===== src/rtl/pbpwr_pkg.sv =====
package pbpwr_pkg;
   typedef enum logic [1:0] {
      ST_OFF  = 2'd0,
      ST_UP   = 2'd1,
      ST_ON   = 2'd2,
      ST_DOWN = 2'd3
   } pwr_state_e;
endpackage


===== src/rtl/pbpwr_tick_timer.sv =====
module pbpwr_tick_timer #(
   parameter int LIMIT = 50
) (
   input  logic clk,
   input  logic rst_n,
   input  logic tick,
   input  logic run,
   output logic done
);
   localparam int CW = $clog2(LIMIT + 1);
   localparam logic [CW-1:0] LIM_C = CW'(LIMIT);

   logic [CW-1:0] cnt;

   always_ff @(posedge clk or negedge rst_n) begin
      if (!rst_n)
         cnt <= '0;
      else if (!run)
         cnt <= '0;
      else if (tick && (cnt != LIM_C))
         cnt <= cnt + 1'b1;
   end

   assign done = run && (cnt == LIM_C);
endmodule


===== src/rtl/pbpwr_rail_seq.sv =====
module pbpwr_rail_seq #(
   parameter int NR      = 3,
   parameter int STAGGER = 10
) (
   input  logic          clk,
   input  logic          rst_n,
   input  logic          tick,
   input  logic          run,
   output logic [NR-1:0] rails,
   output logic          last_up
);
   generate
      if (STAGGER == 0) begin : g_flat
         assign rails   = {NR{run}};
         assign last_up = run;
      end else begin : g_step
         localparam int SPAN = (NR - 1) * STAGGER;
         localparam int CW   = $clog2(SPAN + 1);
         localparam logic [CW-1:0] SPAN_C = CW'(SPAN);

         logic [CW-1:0] cnt;

         always_ff @(posedge clk or negedge rst_n) begin
            if (!rst_n)
               cnt <= '0;
            else if (!run)
               cnt <= '0;
            else if (tick && (cnt != SPAN_C))
               cnt <= cnt + 1'b1;
         end

         for (genvar k = 0; k < NR; k++) begin : g_rail
            localparam logic [CW-1:0] AT_C = CW'(k * STAGGER);
            assign rails[k] = run && (cnt >= AT_C);
         end

         assign last_up = run && (cnt == SPAN_C);
      end
   endgenerate
endmodule


===== src/rtl/pbpwr_fsm.sv =====
module pbpwr_fsm
   import pbpwr_pkg::*;
(
   input  logic       clk,
   input  logic       rst_n,
   input  logic       btn_n,
   input  logic       uvlo,
   input  logic       ext_ok,
   input  logic       hold_exp,
   input  logic       lock_exp,
   input  logic       seq_last,
   output pwr_state_e st,
   output logic       aux_clr
);
   pwr_state_e nxt;
   logic       armed;
   logic       retry;

   always_comb begin
      nxt = st;
      unique case (st)
         ST_OFF:  if ((!btn_n && armed) || (retry && !uvlo && ext_ok)) nxt = ST_UP;
         ST_UP:   if (seq_last) nxt = ST_ON;
         ST_ON:   if (uvlo || hold_exp) nxt = ST_DOWN;
         ST_DOWN: if (lock_exp) nxt = ST_OFF;
         default: nxt = ST_OFF;
      endcase
   end

   always_ff @(posedge clk or negedge rst_n) begin
      if (!rst_n) begin
         st      <= ST_OFF;
         aux_clr <= 1'b0;
         armed   <= 1'b0;
         retry   <= 1'b0;
      end else begin
         st      <= nxt;
         aux_clr <= (nxt == ST_DOWN) && (st != ST_DOWN);
         armed   <= (nxt == ST_OFF) && (armed || ((st == ST_OFF) && btn_n));
         if ((st == ST_ON) && (nxt == ST_DOWN))
            retry <= uvlo;
         else if (nxt == ST_UP)
            retry <= 1'b0;
      end
   end
endmodule


===== src/rtl/pbpwr_ctrl.sv =====
module pbpwr_ctrl #(
   parameter int PRESS_TICKS   = 50,
   parameter int HOLD_TICKS    = 50,
   parameter int LOCK_TICKS    = 1000,
   parameter int STAGGER_TICKS = 10,
   parameter int NUM_RAILS     = 3
) (
   input  logic                 clk,
   input  logic                 rst_n,
   input  logic                 tick_ms,
   input  logic                 btn_n,
   input  logic                 hold_i,
   input  logic                 uvlo_i,
   input  logic                 ext_ok_i,
   output logic                 pb_stat_o,
   output logic                 wake_o,
   output logic                 pgood_o,
   output logic [NUM_RAILS-1:0] rail_en_o,
   output logic                 aux_clr_o
);
   import pbpwr_pkg::*;

   generate
      if (PRESS_TICKS < 1) begin : g_bad_press
         $error("PRESS_TICKS must be at least 1");
      end
      if (HOLD_TICKS < 1) begin : g_bad_hold
         $error("HOLD_TICKS must be at least 1");
      end
      if (LOCK_TICKS < 1) begin : g_bad_lock
         $error("LOCK_TICKS must be at least 1");
      end
      if (STAGGER_TICKS < 0) begin : g_bad_stagger
         $error("STAGGER_TICKS must not be negative");
      end
      if (NUM_RAILS < 2) begin : g_bad_rails
         $error("NUM_RAILS must be at least 2");
      end
   endgenerate

   pwr_state_e          st;
   logic                press_done;
   logic                hold_exp;
   logic                lock_exp;
   logic                seq_last;
   logic [NUM_RAILS-1:0] seq_rails;

   pbpwr_tick_timer #(.LIMIT(PRESS_TICKS)) u_press (
      .clk  (clk),
      .rst_n(rst_n),
      .tick (tick_ms),
      .run  ((st == ST_ON) && !btn_n),
      .done (press_done)
   );

   pbpwr_tick_timer #(.LIMIT(HOLD_TICKS)) u_hold (
      .clk  (clk),
      .rst_n(rst_n),
      .tick (tick_ms),
      .run  ((st == ST_ON) && !hold_i),
      .done (hold_exp)
   );

   pbpwr_tick_timer #(.LIMIT(LOCK_TICKS)) u_lock (
      .clk  (clk),
      .rst_n(rst_n),
      .tick (tick_ms),
      .run  (st == ST_DOWN),
      .done (lock_exp)
   );

   pbpwr_rail_seq #(.NR(NUM_RAILS), .STAGGER(STAGGER_TICKS)) u_seq (
      .clk    (clk),
      .rst_n  (rst_n),
      .tick   (tick_ms),
      .run    (st == ST_UP),
      .rails  (seq_rails),
      .last_up(seq_last)
   );

   pbpwr_fsm u_fsm (
      .clk     (clk),
      .rst_n   (rst_n),
      .btn_n   (btn_n),
      .uvlo    (uvlo_i),
      .ext_ok  (ext_ok_i),
      .hold_exp(hold_exp),
      .lock_exp(lock_exp),
      .seq_last(seq_last),
      .st      (st),
      .aux_clr (aux_clr_o)
   );

   assign pb_stat_o = press_done;
   assign wake_o    = (st == ST_UP) || (st == ST_ON);
   assign pgood_o   = (st == ST_ON);
   assign rail_en_o = (st == ST_ON) ? {NUM_RAILS{1'b1}} : seq_rails;
endmodule


===== config.mk =====
export PLATFORM = sky130hd
export DESIGN_NAME = pbpwr_ctrl
export DESIGN_NICKNAME = d
export VERILOG_FILES = /design/src/rtl/pbpwr_pkg.sv /design/src/rtl/pbpwr_tick_timer.sv /design/src/rtl/pbpwr_rail_seq.sv /design/src/rtl/pbpwr_fsm.sv /design/src/rtl/pbpwr_ctrl.sv
export SDC_FILE = /design/constraint.sdc
export NUM_CORES = 1
export LEC_CHECK = 0
export BUFFER_PORTS_ARGS = -buffer_cell sky130_fd_sc_hd__buf_2
export CORE_MARGIN = 2
export CORE_UTILIZATION = 40
export DETAILED_ROUTE_END_ITERATION = 8
export PLACE_DENSITY = 0.68
export SLEW_MARGIN = 25
export SYNTH_ARGS = -nofsm -noshare
export SYNTH_HDL_FRONTEND = slang
export SYNTH_HIERARCHICAL = 1
export SYNTH_SLANG_ARGS = --single-unit

===== constraint.sdc =====
create_clock -name clk -period 2.4 [get_ports clk]
set_clock_uncertainty 0.1 [all_clocks]
set_input_delay 0.36 -clock clk [delete_from_list [all_inputs] [get_ports clk]]
set_output_delay 0.36 -clock clk [all_outputs]
set_load 0.02 [all_outputs]

# == After elaboration in Yosys (flattened, before gate mapping) ==
# Cells that the tools add are included.
# totals
regBits,32
wordCells,79
output_inout_bits,7
in_bits,7
# op_classes
reduce_logical,30
eq_ne,18
n_addsub,4
n_lt_le_gt_ge,3
n_mux,16
# op_table
op,n
6-bit 2-to-1 mux,4
1-bit logical AND,20
10-bit 2-to-1 mux,2
6-bit by 1-bit adder with 6-bit output (second input constant),2
6-bit equality test (second input constant),2
6-bit != test (second input constant),2
10-bit by 1-bit adder with 10-bit output (second input constant),1
10-bit equality test (second input constant),1
5-bit 2-to-1 mux,2
10-bit != test (second input constant),1
2-bit != test (second input constant),5
2-bit 2-to-1 mux,4
2-bit case mux with 4 select lines,1
2-bit equality test (second input constant),3
5-bit by 1-bit adder with 5-bit output (second input constant),1
5-bit equality test (second input constant),1
5-bit by 1-bit greater-or-equal comparator with 1-bit output (second input constant),1
5-bit by 4-bit greater-or-equal comparator with 1-bit output (second input constant),1
5-bit greater-or-equal comparator (second input constant),1
5-bit != test (second input constant),1
2-bit by 1-bit equality test with 1-bit output (second input constant),2
2-bit logical NOT,2
1-bit logical OR,4
1-bit logical NOT,3
other kinds (3),4

# == Longest topological paths before layout ==
# Gate-level depths: netlist of run 1.
# depth
depth_word,9
mapped_depth,8
ltp_nobuf,7

# == Hierarchy ==
# Netlist of run 1, hierarchy kept.
# by_module_without_submodules
mod,cells_per_inst,area_each_um2,n_inst,seq_area_each_um2
pbpwr_tick_timer (u_hold ...),39,391.6,2,150.1
pbpwr_tick_timer (u_lock),65,588.1,1,250.2
pbpwr_rail_seq,32,295.3,1,125.1
pbpwr_fsm,25,276.5,1,125.1
pbpwr_ctrl,11,80.1,1,0.0

# == Least setup slack after synthesis of run 1 ==
# OpenSTA, ideal clock, no wires.
# synth_path
kind,register -> output
startpoint,register u_fsm.st[0]
endpoint,output port pb_stat_o
t_required_ns,1.940
stages_incl_launch_ff,6
n_path_buf,1
path_slack_ns,0.342
arrival_time_ns,1.598
cell_sequence,dfrtp_1 > inv_1 > ha_1 > nor2b_1 > clkbuf_1 > and3b_2
# synth_between
elab_chain_len,3
# synth_lines
item,line_no,rtl
"start, declared",pbpwr_fsm.sv:12,"output pwr_state_e st,"
"start signal, assigned",pbpwr_fsm.sv:37,st <= nxt;
2-bit equality test,n/a,
named net pgood_o,pbpwr_ctrl.sv:17,"output logic pgood_o,"
1-bit logical AND,pbpwr_ctrl.sv:52,".run ((st == ST_ON) && !btn_n),"
1-bit logical AND,pbpwr_tick_timer.sv:24,assign done = run && (cnt == LIM_C);
"end, declared",pbpwr_ctrl.sv:15,"output logic pb_stat_o,"
# The timed path passes the listed nets, and every way through them passes these cells.

# == Final worst setup path of run 1 ==
# layout_path
startpoint,register u_fsm.st[0]
endpoint,output port pb_stat_o
# layout_between
elab_chain_len,3
# layout_lines
item,line_no
2-bit equality test,pbpwr_ctrl.sv:52
1-bit logical AND,pbpwr_ctrl.sv:52
1-bit logical AND,pbpwr_tick_timer.sv:24
# No other way between the ends.

==> flow_summary.toml, run 1 <==
[yosys]
synthesis.area_mm2 = 0.00202
synthCells = 211
async_flop_share_pct = 100
avgSynthCellArea_um2 = 9.59
synth_fp_nets = 229
ys_seq_area_share_pct = 39.6
synth_seq_cells = 32
synth_flop_cell = "dfrtp_1"
synth_cell_types = 47
synth_edf_count = 0
synth-warning-count = 6

[cts]
clock_sinks = 32
clkTransAtPathRegs_ns = 0.06
clk_latency_ns = 0.28
h-tree-depth = 2
numCtsBuffers = 5
ctsLongestPathBuffers = 2
clockRootBuffer = "clkbuf_8"
cts_tree = "done"

[power_and_ir_drop]
p_comb_share_pct = 30.4
p_per_area_mw_per_mm2 = 710
p_int_mw = 1.03
netSwitchingFraction_pct = 35.8
seqPwrFrac_pct = 43.0
clkPwrFrac_pct = 26.6
vdd_drop_max_mv = 0.527
p_sw_mw = 0.577
p_leak_nw = 0.947
fin_total_pwr_mw = 1.61

[cells_and_area]
drive_above_1_share_pct = 17.0
final_util_pct = 47.4
area_delta_synth_final_pct = 12.2
finish.instance_area_mm2 = 0.00227
fin_cells = 297
final_nets = 247
n_antenna_cell = 0

[grt]
globalRouteOverflowTotal = 0
grt_max_degree = 33
grt_pass1_vias = 1453
grtUsageTotal_pct = 15.4
grt_pass1_wl_mm = 6.60
antenna_found_initial = 0

[status]
status = "complete, no violations"

[route]
drt_iter0_markers = 96
viasPerCell = 5.30
drc = 0
drtPass1Iterations = 4
ant_nets = 0
num_vias = 1573
routed_wl_mm = 3.87
wl_per_cell_um = 13.0

[setup_path]
cp_cell_sequence = "inv_1, ha_1, nor2b_2, buf_4, and3b_2, buf_2"
required_ns = 1.94
cp_max_fo = 9
max_stage_delay_ns = 0.48
cp-start-kind = "register"
slowest_stage = "dfrtp_2"
critPathKind = "reg2out"
critPathArrivalTime_ns = 1.77
end_kind = "output pin"

[timing]
relSlewSlack_pct = 51.3
whs_ns = 0.0318
fin_crit_sh_pct = 92.9
hold_viol = 0
tns_ns = 0
fin_ws_ns = 0.170
rsz0062_at_grt = "no"
worst_pin_slew_ns = 0.730
min_period_ns = 2.23
max_freq_mhz = 448
slew_viol_final = 0
setup_violations = 0

[placed_design]
gp_congestion = 0.843
io_buffers = 13
dp_hpwl_mm = 2.70
place_inst = 289
dpl_worst_slack_ns = 0.169
post_dp_cell_area_mm2 = 0.00217

[die]
ioPinCount = 14
num_rows = 25
die-area_mm2 = 0.00564
fp.dieH_um = 75.1
initial_utilization_pct = 42.3
die_x_um = 75.1
core_area_mm2 = 0.00479

[flow_run]
cap_violations = 0

[hold_path]
hold_class = "in2async"
-- worst max-delay path: cells and delay by family, from the launching register on --
family / cells / cell delay [ns]
adders and majority gates: 1 / 0.21
buffers and inverters: 3 / 0.39
DFF: 1 / 0.48
and+or+nand+nor: 2 / 0.40
-- Yosys cell counts, drive strengths merged, types with 5 or more instances --
cell / instances / area [µm²]
dfrtp: 32 / 801
inv: 12 / 45.0
or3: 9 / 56.3
o21ai: 11 / 55.1
nand2: 19 / 71.3
nand3: 5 / 25.0
nand4: 11 / 87.6
ha: 11 / 138
nor2: 9 / 33.8
and2: 6 / 37.5
nand3b: 6 / 45.0
a21oi: 11 / 55.1
-- cell type report --
class	instances	area [µm²]
Clock buffer	8	90.1
Fill cell	465	2520
Inverter	13	48.8
Multi-Input combinational cell	160	1150
Sequential cell	32	803
Tap cell	67	83.8
Timing Repair Buffer	17	95.1
-- sequential cells by signal, indices dropped and copies added (netlist names) --
| register | cells |
|---|---|
| u_lock/cnt | 10 |
| u_seq/g_step.cnt | 5 |
| u_fsm/st | 2 |
| u_fsm/armed | 1 |
| u_fsm/aux_clr | 1 |
| u_hold/cnt | 6 |
| u_press/cnt | 6 |
| u_fsm/retry | 1 |
-- cell usage in the layout (no fill, tap or decap), drive strengths merged, types with 8 or more instances in the layout --
| master | count |
|---|---|
| clkbuf | 8 |
| nand2 | 19 |
| a21oi | 11 |
| o21ai | 11 |
| buf | 17 |
| nor2 | 9 |
| or3 | 9 |
| ha | 11 |
| nand4 | 11 |
| dfrtp | 32 |
| inv | 12 |
-- cell families (layout without fill, tap and decap cells) --
logic type               Yosys count  after routing  synth area share (%)
XOR/XNOR                           8              8                  3.46
flip-flops                        32             32                  39.6
buffers and inverters             19             38                  3.90
AO/OA/AOI/OAI                     41             41                  13.9
adder cells (fa/ha/maj)           11             11                  6.80
multiplexers                       3              3                  1.85
AND/OR/NAND/NOR                   97             97                  30.6
-- worst paths after layout --
kind | to | from | slack (ns) | cells after the start
max | pb_stat_o | u_fsm/st[0]$_DFF_PN0_ | 0.17 | 6
min reg2reg | u_hold/cnt[5]$_DFFE_PN0P_ | u_hold/cnt[5]$_DFFE_PN0P_ | 0.46 | 2
min | u_lock/cnt[7]$_DFFE_PN0P_ | rst_n | 0.03 | 1
max reg2reg | u_fsm/armed$_DFF_PN0_ | u_fsm/st[0]$_DFF_PN0_ | 0.39 | 6
max in group asynchronous | u_fsm/st[0]$_DFF_PN0_ | rst_n | 1.66 | 1
min in group clk | u_fsm/retry$_DFFE_PN0P_ | uvlo_i | 0.30 | 3
-- per-layer routing --
metal	share of wire (%)	vias up	GRT usage, %
met5	0	-	0
met2	45	16	23.0
met3	2.5	8	4.42
met1	50	743	20.7
li1	-	806	-
met4	1.9	0	6.94
-- what timing repair did --
action                     in CTS  in global routing
setup endpoints to repair       0                  2
gates resized for setup         0                  4
hold buffers                    0                  0
buffers inserted                0                  0
-- power groups by stage --
stage	logic [mW]	registers, mW	clock network (mW)
global route	0.554	0.702	0.469
detailed placement	0.494	0.697	0
finish	0.490	0.693	0.429
floorplan	0.375	0.675	0
global placement	0.490	0.690	0
CTS	0.494	0.688	0.442
No activity file was read; power rests on OpenSTA's default activity.
==> inputs of run 2 (changes only) <==
Settings changed: GPL_TIMING_DRIVEN from default to 0, REMOVE_ABC_BUFFERS from default to 1.
==> run 2 against run 1 <==
Design area fell by 0.55%. Critical path depth fell by 1. Die area did not move. Via count rose by 0.83%. Total power fell by 0.86%. Worst hold slack improved by 0.011 ns. Cell count fell by 1.3%. Setup slack got worse by 0.015 ns. Flip-flop and latch count did not move. Register-to-register slack got worse by 0.15 ns. First-iteration DRC count fell by 15%. Sequential power fell by 0.7%. Critical endpoint unchanged. Largest power group unchanged.
==> flow_summary.toml, run 2 (synthesized netlist as in run 1, its figures left out) <==
[grt]
grtUsageTotal_pct = 14.6
grt_pass1_wl_mm = 6.37
grt_pass1_vias = 1432
grt_max_degree = 35
globalRouteOverflowTotal = 0
antenna_found_initial = 0

[die]
initial_utilization_pct = 42.3
core_area_mm2 = 0.00479
ioPinCount = 14
die_x_um = 75.1
num_rows = 25
fp.dieH_um = 75.1
die-area_mm2 = 0.00564

[setup_path]
cp-start-kind = "register"
r2r-end = "u_fsm/armed$_DFF_PN0_"
slowest_stage = "dfrtp_1"
reg2regPathDepth = 6
cp_cell_sequence = "inv_1, ha_1, nor2b_4, and3b_2, buf_2"
r2r_slack_ns = 0.24
crit_end = "pb_stat_o"
critPathArrivalTime_ns = 1.79
worstReg2RegStart = "u_fsm/st[0]$_DFF_PN0_"
startpoint = "u_fsm/st[0]$_DFF_PN0_"
cp_max_fo = 13
max_stage_delay_ns = 0.49
required_ns = 1.94
critPathKind = "reg2out"
end_kind = "output pin"

[placed_design]
io_buffers = 13
dp_hpwl_mm = 2.54
dpl_worst_slack_ns = 0.0157
gp_congestion = 0.818
post_dp_cell_area_mm2 = 0.00214

[route]
drt_iter0_markers = 82
num_vias = 1586
viasPerCell = 5.41
drc = 0
drtPass1Iterations = 4
wl_per_cell_um = 13.0
routed_wl_mm = 3.80
ant_nets = 0

[power_and_ir_drop]
p_leak_nw = 0.933
vdd_drop_max_mv = 0.405
p_per_area_mw_per_mm2 = 708

[timing]
slew_viol_final = 0
whs_ns = 0.0432
tns_ns = 0
worst_pin_slew_ns = 0.746
rsz0062_at_grt = "no"
fin_crit_sh_pct = 93.6
max_freq_mhz = 445
setup_violations = 0
hold_viol = 0
min_period_ns = 2.25
fin_ws_ns = 0.155
relSlewSlack_pct = 50.3

[cells_and_area]
largest_register_ffs = 10
final_nets = 243
final_cell_mix = "dfrtp_1, nand2_1, buf_2"
finish.instance_area_mm2 = 0.00226
drive_above_1_share_pct = 16.8
final_common_cell = "dfrtp_1"
final_util_pct = 47.2
area_delta_synth_final_pct = 11.6
top_regs = "u_lock/cnt x10, u_hold/cnt x6, u_press/cnt x6"
n_antenna_cell = 0
top_register = "u_lock/cnt"

[cts]
cts_tree = "done"
clkTransAtPathRegs_ns = 0.07
clockRootBuffer = "clkbuf_8"
clk_latency_ns = 0.28
numCtsBuffers = 5
clock_sinks = 32
post_cts_buffers = 0
ctsHoldBuffers = 0
ctsLongestPathBuffers = 2
h-tree-depth = 2

[status]
status = "complete, no violations"

[hold_path]
hold_class = "in2async"

[flow_run]
cap_violations = 0
==> run 2: cell types whose count changed in the layout (fill, tap and decap cells not counted), sizes merged <==
cell / previous run / this run
clkinv: 1 / 2
clkinvlp: 0 / 1
buf: 17 / 13
clkbuf: 8 / 6
==> run 2: worst max-delay path: cells and delay by family (launching register included) <==
family                     cells  cell delay (ns)
adders and majority gates      1             0.23
DFF                            1             0.49
buffers and inverters          2             0.25
and+or+nand+nor                2             0.54
==> run 2: worst min path at each step <==
| stage | cells past startpoint | slack [ns] | end | from |
|---|---|---|---|---|
| floorplan | 0 | -0.04 | u_fsm/armed$_DFF_PN0_ | rst_n |
| global placement | 1 | 0.37 | u_press/cnt[2]$_DFFE_PN0P_ | rst_n |
| detailed placement | 1 | 0.37 | u_press/cnt[2]$_DFFE_PN0P_ | rst_n |
| CTS | 1 | 0.06 | u_press/cnt[2]$_DFFE_PN0P_ | rst_n |
| global route | 1 | 0.09 | u_press/cnt[2]$_DFFE_PN0P_ | rst_n |
| finish | 1 | 0.04 | u_seq/g_step.cnt[0]$_DFFE_PN0P_ | rst_n |
==> run 2: through the flow <==
step | instances | power, mW
after detailed placement | 285 | 1.17
after global routing | 293 | 1.73
final | 293 | 1.60
after CTS | 293 | 1.61
after global placement | 285 | 1.16
after floorplan | 205 | 1.02
==> run 2: routing by layer <==
layer	wire, µm	vias to the layer above	global-route usage [%]
li1	-	802	-
met1	1960	769	19.3
met2	1740	10	23.0
met3	71	5	4.28
met4	30	0	4.37
met5	0	-	0
==> run 2: final cells by class <==
class	count	area, µm²
timing repair buffer	13	65.1
inverter	13	52.6
clock inverter	2	10.0
sequential	32	801
tap	67	83.8
fill	451	2530
multi-input combinational	160	1160
clock buffer	6	82.6
==> run 2: repair_timing <==
| action | in CTS | in global routing |
|---|---|---|
| pin swaps | 0 | 0 |
| gates resized for setup | 3 | 3 |
| endpoints found under the setup margin | 3 | 3 |
==> run 2: power breakdown <==
part,total (mW),internal [mW],switching [mW],leakage (nW)
combinational,0.481,0.195,0.286,0.447
sequential,0.688,0.594,0.0939,0.436
clock,0.429,0.229,0.201,0.0510
total,1.60,1.02,0.580,0.933
==> inputs of run 3 (changes only) <==
Settings changed: CORE_MARGIN 2 to default.
==> run 3 against run 2 <==
Register-to-register slack worse by 0.06 ns. Die area is 5.3% lower. Worst hold slack improved by 0.0020 ns. Combinational power shrank 0.8%. Global-route usage is 0.64 points higher. Largest power group unchanged. First-iteration DRC count shrank 15%. Non-clock buffer count is the same. Maximum frequency up 0.35%. Cell count is 0.34% lower.
==> flow_summary.toml, run 3 (synthesized netlist as in run 1, its figures left out) <==
[status]
status = "complete, no violations"

[die]
ioPinCount = 14
initial_utilization_pct = 42.3
fp.dieH_um = 73.1
core_area_mm2 = 0.00479
die_x_um = 73.1
die-area_mm2 = 0.00535
num_rows = 25

[cells_and_area]
final_nets = 243
top_register = "u_lock/cnt"
final_common_cell = "dfrtp_1"
area_delta_synth_final_pct = 11.9
drive_above_1_share_pct = 15.6
final_cell_mix = "dfrtp_1, nand2_1, buf_2"
n_antenna_cell = 0
largest_register_ffs = 10
top_regs = "u_lock/cnt x10, u_hold/cnt x6, u_press/cnt x6"

[grt]
grt_pass1_wl_mm = 6.31
grt_max_degree = 35
use_met1_pct = 20.5
globalRouteOverflowTotal = 0
grt_busiest_layer = "met2"
antenna_found_initial = 0
met3_usage_pct = 4.28
grtUsageTotal_pct = 15.2
grt_pass1_vias = 1423
grt_util_met2_pct = 23.5

[power_and_ir_drop]
vdd_drop_max_mv = 0.390
p_leak_nw = 0.949
p_per_area_mw_per_mm2 = 709

[cts]
cts_tree = "done"
ctsHoldBuffers = 0
clkTransAtPathRegs_ns = 0.06
ctsLongestPathBuffers = 2
numCtsBuffers = 5
h-tree-depth = 2
clk_latency_ns = 0.28
clockRootBuffer = "clkbuf_8"
clock_sinks = 32

[timing]
relSlewSlack_pct = 50.4
max_freq_mhz = 447
fin_ws_ns = 0.163
hold_viol = 0
rsz0062_at_grt = "no"
fin_crit_sh_pct = 93.2
worst_pin_slew_ns = 0.743
setup_violations = 0
min_period_ns = 2.24
slew_viol_final = 0
tns_ns = 0

[setup_path]
end_kind = "output pin"
critPathBufInv = 2
critPathKind = "reg2out"
slowest_stage = "dfrtp_1"
cp_cell_sequence = "inv_1, ha_1, nor2b_4, and3b_2, buf_2"
startpoint = "u_fsm/st[0]$_DFF_PN0_"
critPathArrivalTime_ns = 1.78
required_ns = 1.94
cp_top_family = "simple AND/OR/NAND/NOR gates"
max_stage_delay_ns = 0.49
cp_max_fo = 13
worstReg2RegStart = "u_fsm/st[0]$_DFF_PN0_"
cp-start-kind = "register"

[flow_run]
cap_violations = 0

[route]
drt_iter0_markers = 70
drc = 0
drtPass1Iterations = 4
viasPerCell = 5.43
routed_wl_mm = 3.78
wl_per_cell_um = 12.9
num_vias = 1585
ant_nets = 0

[placed_design]
gp_congestion = 0.757
dpl_worst_slack_ns = 0.0182
io_buffers = 13
dp_hpwl_mm = 2.54

[hold_path]
hold_class = "in2async"
run 3: final cells by class:
cell class | instances | area [µm²]
Tap cell | 67 | 83.8
Sequential cell | 32 | 801
Inverter | 13 | 48.8
Fill cell | 458 | 2520
Clock buffer | 7 | 96.3
Multi-Input combinational cell | 160 | 1170
Timing Repair Buffer | 13 | 65.1
run 3: repair_timing:
action / in CTS / in global routing
resized for setup: 1 / 4
setup endpoints to repair: 1 / 4
buffers inserted: 0 / 0
cloned: 0 / 0
hold endpoints to repair: 0 / 0
run 3: stage by stage:
stage / power, mW / instances / area (µm²) / hold WS (ns) / utilization, %
floorplan: 1.02 / 205 / 1990 / -0.0356 / -
global placement: 1.16 / 285 / 2140 / 0.375 / 44.8
detailed placement: 1.17 / 285 / 2140 / 0.375 / 44.8
CTS: 1.62 / 292 / 2240 / 0.0678 / 46.8
global route: 1.73 / 292 / 2260 / 0.0931 / 47.3
finish: 1.60 / 292 / 2260 / 0.0452 / 47.3
run 3: worst paths after layout:
path / to / slack (ns) / cells after the start
worst min register to register: u_fsm/retry$_DFFE_PN0P_ / 0.45 / 2
worst max-delay path: pb_stat_o / 0.16 / 5
max in group asynchronous: u_lock/cnt[2]$_DFFE_PN0P_ / 1.68 / 1
min in group clk: u_fsm/aux_clr$_DFF_PN0_ / 0.28 / 3
worst max register to register: u_fsm/armed$_DFF_PN0_ / 0.18 / 6
worst min-delay path: u_press/cnt[2]$_DFFE_PN0P_ / 0.05 / 1
run 3: worst register-to-register path, cell delays in order, from the launching register on:
cell	delay, ns
dfrtp_1	0.52
ha_1	0.30
clkinv_1	0.30
nor4_4	0.41
mux2_4	0.22
a32oi_4	0.05
a211oi_2	0.22
run 3: power breakdown:
group	internal, mW	switching, mW	total [mW]
sequential	0.594	0.0941	0.688
clock	0.255	0.185	0.440
combinational	0.190	0.286	0.477
total	1.04	0.565	1.60
run 3: per-layer routing:
metal / wire, µm / part of all wire (%)
met1: 1940 / 51
met2: 1710 / 45
met3: 105 / 2.8
met4: 23 / 0.61
met5: 0 / 0
